===== src/rtl/swr_pkg.sv =====
package swr_pkg;
  localparam int FAM_W  = 8;
  localparam int SER_W  = 48;
  localparam int CHK_W  = 8;
  localparam int DATA_W = FAM_W + SER_W;
  localparam int ID_W   = DATA_W + CHK_W;
  localparam int IDX_W  = $clog2(ID_W);

  localparam logic [7:0] OP_READ   = 8'h33;
  localparam logic [7:0] OP_MATCH  = 8'h55;
  localparam logic [7:0] OP_SEARCH = 8'hF0;
  localparam logic [7:0] OP_SKIP   = 8'hCC;
  localparam logic [7:0] OP_RESUME = 8'hA5;
  localparam logic [7:0] OP_ODSKIP = 8'h3C;
  localparam logic [7:0] OP_ODMTCH = 8'h69;

  typedef enum logic [2:0] {
    ST_IDLE, ST_CMD, ST_SEND, ST_MATCH,
    ST_S_TRUE, ST_S_CMPL, ST_S_DIR, ST_MEM
  } rom_state_t;

  // Reflected form of x^8+x^5+x^4+1, one bit per step, LSB first.
  function automatic logic [CHK_W-1:0] chk8_step(input logic [CHK_W-1:0] c,
                                                 input logic b);
    logic fb;
    fb = c[0] ^ b;
    chk8_step = (c >> 1) ^ (fb ? 8'h8C : 8'h00);
  endfunction

  function automatic logic [CHK_W-1:0] chk8_of(input logic [DATA_W-1:0] d);
    logic [CHK_W-1:0] c;
    c = '0;
    for (int i = 0; i < DATA_W; i++) c = chk8_step(c, d[i]);
    chk8_of = c;
  endfunction
endpackage


===== src/rtl/swr_id_rom.sv =====
module swr_id_rom
  import swr_pkg::*;
#(
  parameter logic [FAM_W-1:0] FAMILY = 8'h23,
  parameter logic [SER_W-1:0] SERIAL = 48'h0000_1A2B_3C4D
) (
  input  logic [IDX_W-1:0] idx_i,
  output logic             id_bit_o
);
  localparam logic [DATA_W-1:0] DATA  = {SERIAL, FAMILY};
  localparam logic [CHK_W-1:0]  CHECK = chk8_of(DATA);
  localparam logic [ID_W-1:0]   IDENT = {CHECK, DATA};

  assign id_bit_o = IDENT[idx_i];
endmodule


===== src/rtl/swr_cursor.sv =====
module swr_cursor
  import swr_pkg::*;
(
  input  logic             clk,
  input  logic             rst_n,
  input  logic             clr_i,
  input  logic             adv_i,
  output logic [IDX_W-1:0] idx_o,
  output logic             last_o
);
  localparam logic [IDX_W-1:0] LAST = IDX_W'(ID_W - 1);

  always_ff @(posedge clk or negedge rst_n) begin
    if (!rst_n)      idx_o <= '0;
    else if (clr_i)  idx_o <= '0;
    else if (adv_i)  idx_o <= idx_o + 1'b1;
  end

  assign last_o = (idx_o == LAST);

  p_cursor_step_r2: assert property (@(posedge clk) disable iff (!rst_n)
    (adv_i && !clr_i && !last_o) |=> (idx_o == $past(idx_o) + 1'b1));
endmodule


===== src/rtl/swr_flags.sv =====
module swr_flags (
  input  logic clk,
  input  logic rst_n,
  input  logic std_clr_i,
  input  logic od_set_i,
  input  logic od_restore_i,
  input  logic rc_set_i,
  input  logic rc_clr_i,
  output logic od_o,
  output logic rc_o
);
  logic od_before;

  always_ff @(posedge clk or negedge rst_n) begin
    if (!rst_n) begin
      od_o      <= 1'b0;
      od_before <= 1'b0;
      rc_o      <= 1'b0;
    end else begin
      if (std_clr_i) begin
        od_o <= 1'b0;
      end else if (od_set_i) begin
        od_before <= od_o;
        od_o      <= 1'b1;
      end else if (od_restore_i) begin
        od_o <= od_before;
      end
      if (rc_set_i)      rc_o <= 1'b1;
      else if (rc_clr_i) rc_o <= 1'b0;
    end
  end

  p_od_set_r8: assert property (@(posedge clk) disable iff (!rst_n)
    (od_set_i && !std_clr_i) |=> od_o);
  p_rc_events_excl_r4: assert property (@(posedge clk) disable iff (!rst_n)
    !(rc_set_i && rc_clr_i));
endmodule


===== src/rtl/swr_rom_layer.sv =====
module swr_rom_layer
  import swr_pkg::*;
#(
  parameter logic [FAM_W-1:0] FAMILY = 8'h23,
  parameter logic [SER_W-1:0] SERIAL = 48'h0000_1A2B_3C4D
) (
  input  logic clk,
  input  logic rst_n,
  input  logic bus_reset_i,
  input  logic reset_std_i,
  input  logic wr_slot_i,
  input  logic wr_bit_i,
  input  logic rd_slot_i,
  output logic tx_bit_o,
  output logic mem_active_o,
  output logic od_o,
  output logic rc_o
);
  rom_state_t       state, next_after_cmd;
  logic [2:0]       cmd_cnt;
  logic [7:0]       cmd_sr;
  logic [7:0]       cmd_code;
  logic             odm_mode;
  logic [IDX_W-1:0] idx;
  logic             idx_last, id_bit;

  // Named internal events
  logic wr_ev, rd_ev, cmd_done, id_step, id_miss, id_ok_done;
  logic rc_set, rc_clr, od_set, od_restore, std_clr;

  assign wr_ev    = wr_slot_i && !bus_reset_i;
  assign rd_ev    = rd_slot_i && !bus_reset_i;
  assign cmd_code = {wr_bit_i, cmd_sr[7:1]};
  assign cmd_done = (state == ST_CMD) && wr_ev && (cmd_cnt == 3'd7);

  assign id_step  = ((state == ST_SEND)  && rd_ev) ||
                    ((state == ST_MATCH) && wr_ev) ||
                    ((state == ST_S_DIR) && wr_ev);
  assign id_miss  = wr_ev && ((state == ST_MATCH) || (state == ST_S_DIR)) &&
                    (wr_bit_i != id_bit);
  assign id_ok_done = wr_ev && ((state == ST_MATCH) || (state == ST_S_DIR)) &&
                      (wr_bit_i == id_bit) && idx_last;

  always_comb begin
    case (cmd_code)
      OP_READ:   next_after_cmd = ST_SEND;
      OP_MATCH:  next_after_cmd = ST_MATCH;
      OP_ODMTCH: next_after_cmd = ST_MATCH;
      OP_SEARCH: next_after_cmd = ST_S_TRUE;
      OP_SKIP:   next_after_cmd = ST_MEM;
      OP_ODSKIP: next_after_cmd = ST_MEM;
      OP_RESUME: next_after_cmd = rc_o ? ST_MEM : ST_IDLE;
      default:   next_after_cmd = ST_IDLE;
    endcase
  end

  assign rc_set     = id_ok_done;
  assign rc_clr     = id_miss ||
                      (cmd_done && (cmd_code == OP_READ || cmd_code == OP_SKIP ||
                                    cmd_code == OP_ODSKIP));
  assign od_set     = cmd_done && (cmd_code == OP_ODSKIP || cmd_code == OP_ODMTCH);
  assign od_restore = id_miss && odm_mode && (state == ST_MATCH);
  assign std_clr    = bus_reset_i && reset_std_i;

  always_ff @(posedge clk or negedge rst_n) begin
    if (!rst_n) begin
      state    <= ST_IDLE;
      cmd_cnt  <= '0;
      cmd_sr   <= '0;
      odm_mode <= 1'b0;
    end else if (bus_reset_i) begin
      state    <= ST_CMD;
      cmd_cnt  <= '0;
      odm_mode <= 1'b0;
    end else begin
      case (state)
        ST_CMD: if (wr_ev) begin
          cmd_sr  <= cmd_code;
          cmd_cnt <= cmd_cnt + 1'b1;
          if (cmd_done) begin
            state    <= next_after_cmd;
            odm_mode <= (cmd_code == OP_ODMTCH);
          end
        end
        ST_SEND:   if (rd_ev && idx_last) state <= ST_MEM;
        ST_MATCH:  if (wr_ev) begin
          if (id_miss)       state <= ST_IDLE;
          else if (idx_last) state <= ST_MEM;
        end
        ST_S_TRUE: if (rd_ev) state <= ST_S_CMPL;
        ST_S_CMPL: if (rd_ev) state <= ST_S_DIR;
        ST_S_DIR:  if (wr_ev) begin
          if (id_miss)       state <= ST_IDLE;
          else if (idx_last) state <= ST_MEM;
          else               state <= ST_S_TRUE;
        end
        default: state <= state;
      endcase
    end
  end

  swr_cursor u_cursor (
    .clk    (clk),
    .rst_n  (rst_n),
    .clr_i  (cmd_done || bus_reset_i),
    .adv_i  (id_step),
    .idx_o  (idx),
    .last_o (idx_last)
  );

  swr_id_rom #(.FAMILY(FAMILY), .SERIAL(SERIAL)) u_id (
    .idx_i    (idx),
    .id_bit_o (id_bit)
  );

  swr_flags u_flags (
    .clk          (clk),
    .rst_n        (rst_n),
    .std_clr_i    (std_clr),
    .od_set_i     (od_set),
    .od_restore_i (od_restore),
    .rc_set_i     (rc_set),
    .rc_clr_i     (rc_clr),
    .od_o         (od_o),
    .rc_o         (rc_o)
  );

  always_comb begin
    case (state)
      ST_SEND, ST_S_TRUE: tx_bit_o = id_bit;
      ST_S_CMPL:          tx_bit_o = ~id_bit;
      default:            tx_bit_o = 1'b1;
    endcase
  end

  assign mem_active_o = (state == ST_MEM);

  p_mem_drop_r10: assert property (@(posedge clk) disable iff (!rst_n)
    bus_reset_i |=> !mem_active_o);
  p_od_std_clear_r10: assert property (@(posedge clk) disable iff (!rst_n)
    (bus_reset_i && reset_std_i) |=> !od_o);
  p_cmpl_pair_r5: assert property (@(posedge clk) disable iff (!rst_n)
    (state == ST_S_TRUE && rd_ev) |=> (tx_bit_o != $past(tx_bit_o)));
  p_rc_source_r4: assert property (@(posedge clk) disable iff (!rst_n)
    $rose(rc_o) |-> $past(id_ok_done));
  p_resume_gate_r7: assert property (@(posedge clk) disable iff (!rst_n)
    (cmd_done && cmd_code == OP_RESUME) |=> (mem_active_o == $past(rc_o)));
  p_miss_quiet_r11: assert property (@(posedge clk) disable iff (!rst_n)
    (id_miss && !bus_reset_i) |=> (tx_bit_o && !mem_active_o));
endmodule


===== config.mk =====
export PLATFORM = sky130hd
export DESIGN_NAME = swr_rom_layer
export DESIGN_NICKNAME = d
export VERILOG_FILES = /design/src/rtl/swr_pkg.sv /design/src/rtl/swr_id_rom.sv /design/src/rtl/swr_cursor.sv /design/src/rtl/swr_flags.sv /design/src/rtl/swr_rom_layer.sv
export SDC_FILE = /design/constraint.sdc
export NUM_CORES = 1
export LEC_CHECK = 0
export BUFFER_PORTS_ARGS = -buffer_cell sky130_fd_sc_hd__buf_4
export CAP_MARGIN = 10
export CORE_ASPECT_RATIO = 0.75
export CORE_MARGIN = 4
export CORE_UTILIZATION = 55
export DETAILED_ROUTE_END_ITERATION = 6
export PLACE_DENSITY_LB_ADDON = 0.15
export SETUP_SLACK_MARGIN = 0.1
export SYNTH_ARGS = -nofsm -noshare
export SYNTH_HDL_FRONTEND = slang
export SYNTH_HIERARCHICAL = 1
export SYNTH_SLANG_ARGS = --single-unit

===== constraint.sdc =====
create_clock -name clk -period 5.07 [get_ports clk]
set_clock_uncertainty 0.15 [all_clocks]
set_input_delay 0.507 -clock clk [delete_from_list [all_inputs] [get_ports clk]]
set_output_delay 0.507 -clock clk [all_outputs]
set_load 0.01 [all_outputs]

==> results <==
- The flow ran to the end, and the final reports show no timing, DRC or antenna violations.
- For the worst setup path, the data arrival time is ~3.2 ns.
- In this run the worst hold path is classified as input pin to flop.
- The starting density of the core is a little under three fifths.
- The floorplan has 17 rows.
- The slowest stage of the critical path belongs to the cell sky130_fd_sc_hd__dfrtp_1.
- The number of cells on the worst reg-to-reg path is 12.
- For this design the ratio of total power to cell area is 290 nW/µm².
- Yosys printed 6 warnings.
- The later pin in the worst-skew pair is clocked with a latency of ~0.27 ns.
- The cell area that synthesis handed to floorplanning was about 1700 µm².
- At the worst endpoint, the required time is ~5 ns.
- Gates resized during post-CTS repair numbered 0.
- Compared with the post-synthesis result, the final layout area differs by 6.89%.
- The DRC violation total after the first TritonRoute iteration is about 110.
- The final setup violation count is 0.
- The final total negative setup slack is 0 ns.
- The path with the worst hold slack has its endpoint at cmd_cnt[0].
- For this run, the slowest stage of the critical path takes ~0.49 ns.
- For this run, the top clock speed supported by timing is 311 MHz.
- Entering global routing, the biggest net connects 24 pins.
- The critical path class is flop to flop.
- The number of antenna diodes in the final layout is 0.
- In this run the critical register-to-register path is launched from u_cursor/idx_o[0].
- The number of global-route vias before repair is ~1,300.
- At the end of routability-driven placement, the weighted congestion stood at between 0.9 and 1.
- The clock buffer count from CTS is 3.
- Total power for the finished layout comes to between 0.5 and 0.6 mW.
- The leftover overflow at the end of global routing is 0.
- The die outline area is between 4000 and 5000 µm².
- The leakage dissipation is approximately 0.73 nW.
- TritonCTS built the clock tree.
- Across all register-to-register paths, the minimum setup slack is roughly 1.9 ns.
- The commonest register cell after synthesis is sky130_fd_sc_hd__dfrtp_1.
- The number of buffers and inverters on the critical path is 1.
- The area inside the core boundary is between 2000 and 3000 µm².
- At the pin with the least slew margin, the transition time is 0.623 ns.
- The count of TritonRoute iterations in the first routing pass is 4.
- The HPWL after detailed placement is roughly 2.5 mm.
- The clock transition at the registers of the reported paths is around 0.080 ns.
- The highest ir drop seen on vdd is between 0.2 and 0.3 mV.
- The via count of the routed design is 1,337.
- The final wirelength is between 3 and 4 mm.
- The quantity of I/O buffers inserted on ports is 10.
- After detailed routing, the average wire length per cell comes to approximately 16 µm.
- The max-capacitance violation count is 0.
- The period utilization is 63.4%.
- In this run the remaining antenna-violating nets after routing total 0.
- The die is between 50 and 60 µm tall.
- The part of the Yosys area used for sequential elements is roughly a third.
- A synthesized cell averages about 9.6 µm².
- The worst setup path is launched from a flop.
- The sink count of the clock tree is 23.
- The net count after synthesis is 191.
- The async set-or-reset flop fraction in the synthesized netlist is 100%.
- Traced cell by cell, the critical path runs through inv_1, ha_1, nand2_1, o21ai_0, mux4_2, mux2_2, xor2_1, and4_4, nor4_2, nor3_4, o311ai_1, o32a_2.
- In the layout the commonest cells are sky130_fd_sc_hd__dfrtp_1, sky130_fd_sc_hd__nor2_1, sky130_fd_sc_hd__nand2_1.
- Using the TritonRoute via totals, the vias-per-cell ratio works out to ~6.1.
- The category of cells accounting for the largest share of critical-path delay is multiplexers.
- The number of enable-type register cells in the synthesized netlist is 0.
- The number of hold violations in the final report came to 0.
- The number of synthesized register bits is 23.
- In this run the count of I/O pins placed on the die edge is 11.
- The count of unique library cells instantiated by Yosys is between 50 and 60.
- The initial antenna violation count is 0.
- Once placement finished, the instance area stood at about 1700 µm².
- The final critical-path required period is 3.22 ns.
- The global-route wire length before repair is about 6.1 mm.
- Of the cells placed in the final design, the portion with a size suffix greater than 1 is a little over a fifth.
- The biggest fanout along the worst timing path is 8.
- The headroom to the max-slew limit is approximately three fifths.
- In this run the most critical hold path is launched from bus_reset_i.
- The CTS H-tree depth is 1.
- The max-slew violation total from the final report was 0.
- The overall fraction of global-route tracks in use is approximately a fifth.
- The width of the die is ~72 µm.
- The worst-case clock buffer depth is 2.
- The final design instance area without fill is about 1800 µm².
- Counting instances, the worst hold path has a depth of 2.
- The net count of the finished layout is 197.
- STA classifies the critical path endpoint as a flop.
- In the routed design, unresolved DRC markers number 0.
- CTS placed an instance of sky130_fd_sc_hd__clkbuf_8 at the clock tree root.
- Synthesis produced a netlist whose cell count is 176.
- The critical register-to-register path endpoint is state[0].
- Setup repair after global routing left no endpoint under its margin.
- Leaving out fill and tap cells, the most frequent cell in the layout is sky130_fd_sc_hd__dfrtp_1.
==> timing repair <==
item / in CTS / in global routing
endpoints found under the hold margin: 23 / 0
buffers inserted: 0 / 0
hold buffers: 1 / 0
==> kinds of logic (layout without fill, tap and decap cells) <==
| kind of cell | count (synthesis) | after routing | share of synthesized area [%] |
|---|---|---|---|
| buffers and inverters | 17 | 22 | 5.41 |
| AOI/OAI and AO/OA | 33 | 33 | 13.1 |
| and+or+nand+nor | 70 | 70 | 25.6 |
| DFF | 23 | 23 | 34.1 |
| xor gates and xnor gates | 8 | 8 | 4.15 |
| adders and majority gates | 8 | 8 | 5.93 |
| muxes | 17 | 17 | 11.7 |
==> per-stage QoR <==
step,worst slack [ns],hold WS (ns),cells,utilization (%)
after floorplan,2.14,0.0614,176,-
after global placement,2.00,0.262,214,59.5
after detailed placement,1.89,0.267,214,59.5
after CTS,1.86,0.347,219,61.5
after global routing,1.63,0.351,219,61.5
final,1.85,0.362,219,61.5
==> flip-flops by register name, indices dropped and copies added (netlist names) <==
signal	cells
cmd_sr	7
u_cursor/idx_o	6
cmd_cnt	3
state	3
odm_mode	1
u_flags/od_before	1
u_flags/od_o	1
u_flags/rc_o	1
==> worst reg2reg max path: stages, from the launching register on <==
cell	delay, ns
sky130_fd_sc_hd__dfrtp_1	0.49
sky130_fd_sc_hd__inv_1	0.13
sky130_fd_sc_hd__ha_1	0.21
sky130_fd_sc_hd__nand2_1	0.05
sky130_fd_sc_hd__o21ai_0	0.08
sky130_fd_sc_hd__mux4_2	0.45
sky130_fd_sc_hd__mux2_2	0.31
sky130_fd_sc_hd__xor2_1	0.25
sky130_fd_sc_hd__and4_4	0.30
sky130_fd_sc_hd__nor4_2	0.07
sky130_fd_sc_hd__nor3_4	0.27
sky130_fd_sc_hd__o311ai_1	0.15
sky130_fd_sc_hd__o32a_2	0.20
==> cell usage after synthesis (all sizes together), types with 4 or more instances <==
master | n | share of area, %
mux2i | 7 | 4.2
buf | 6 | 2.8
ha | 8 | 5.9
clkbuf | 4 | 1.0
a21oi | 10 | 3.0
nand3 | 4 | 1.2
and4bb | 4 | 3.0
nand2 | 12 | 2.7
nor2b | 8 | 3.6
inv | 7 | 1.6
nand4 | 5 | 1.9
nor2 | 16 | 3.6
dfrtp | 23 | 34
o21ai | 8 | 2.6
mux2 | 9 | 6.2
xor2 | 5 | 2.6
==> power breakdown <==
group          internal (mW)  switching (mW)  leakage [nW]
Clock                 0.0555          0.0594        0.0217
Combinational         0.0753          0.0566         0.409
Sequential             0.217          0.0594         0.300
==> layout make-up <==
cell class                 count  area (µm²)
tap                           38        47.5
inverter                       7        26.3
sequential                    23         576
clock buffer                   3        41.3
clock inverter                 1        7.51
multi-input combinational    136        1020
fill                         249        1130
timing repair buffer          11        85.1
==> per-layer routing <==
layer	global-route usage, %	up-vias	wire, µm
li1	-	645	-
met4	4.56	0	44
met3	5.23	6	189
met2	27.4	42	1530
met1	27.2	644	1700
met5	0	-	0
==> how the worst max path moves through the flow <==
| stage | end | depth (start not counted) | slack (ns) | startpoint |
|---|---|---|---|---|
| final | state[0] | 12 | 1.85 | u_cursor/idx_o[0] |
| after global placement | state[0] | 12 | 2.00 | u_cursor/idx_o[0] |
| after CTS | state[0] | 12 | 1.86 | u_cursor/idx_o[0] |
| after global routing | state[0] | 12 | 1.63 | u_cursor/idx_o[0] |
| after floorplan | state[0] | 11 | 2.14 | u_cursor/idx_o[0] |
| after detailed placement | state[0] | 12 | 1.89 | u_cursor/idx_o[0] |
Power figures use the tool's default switching activity.
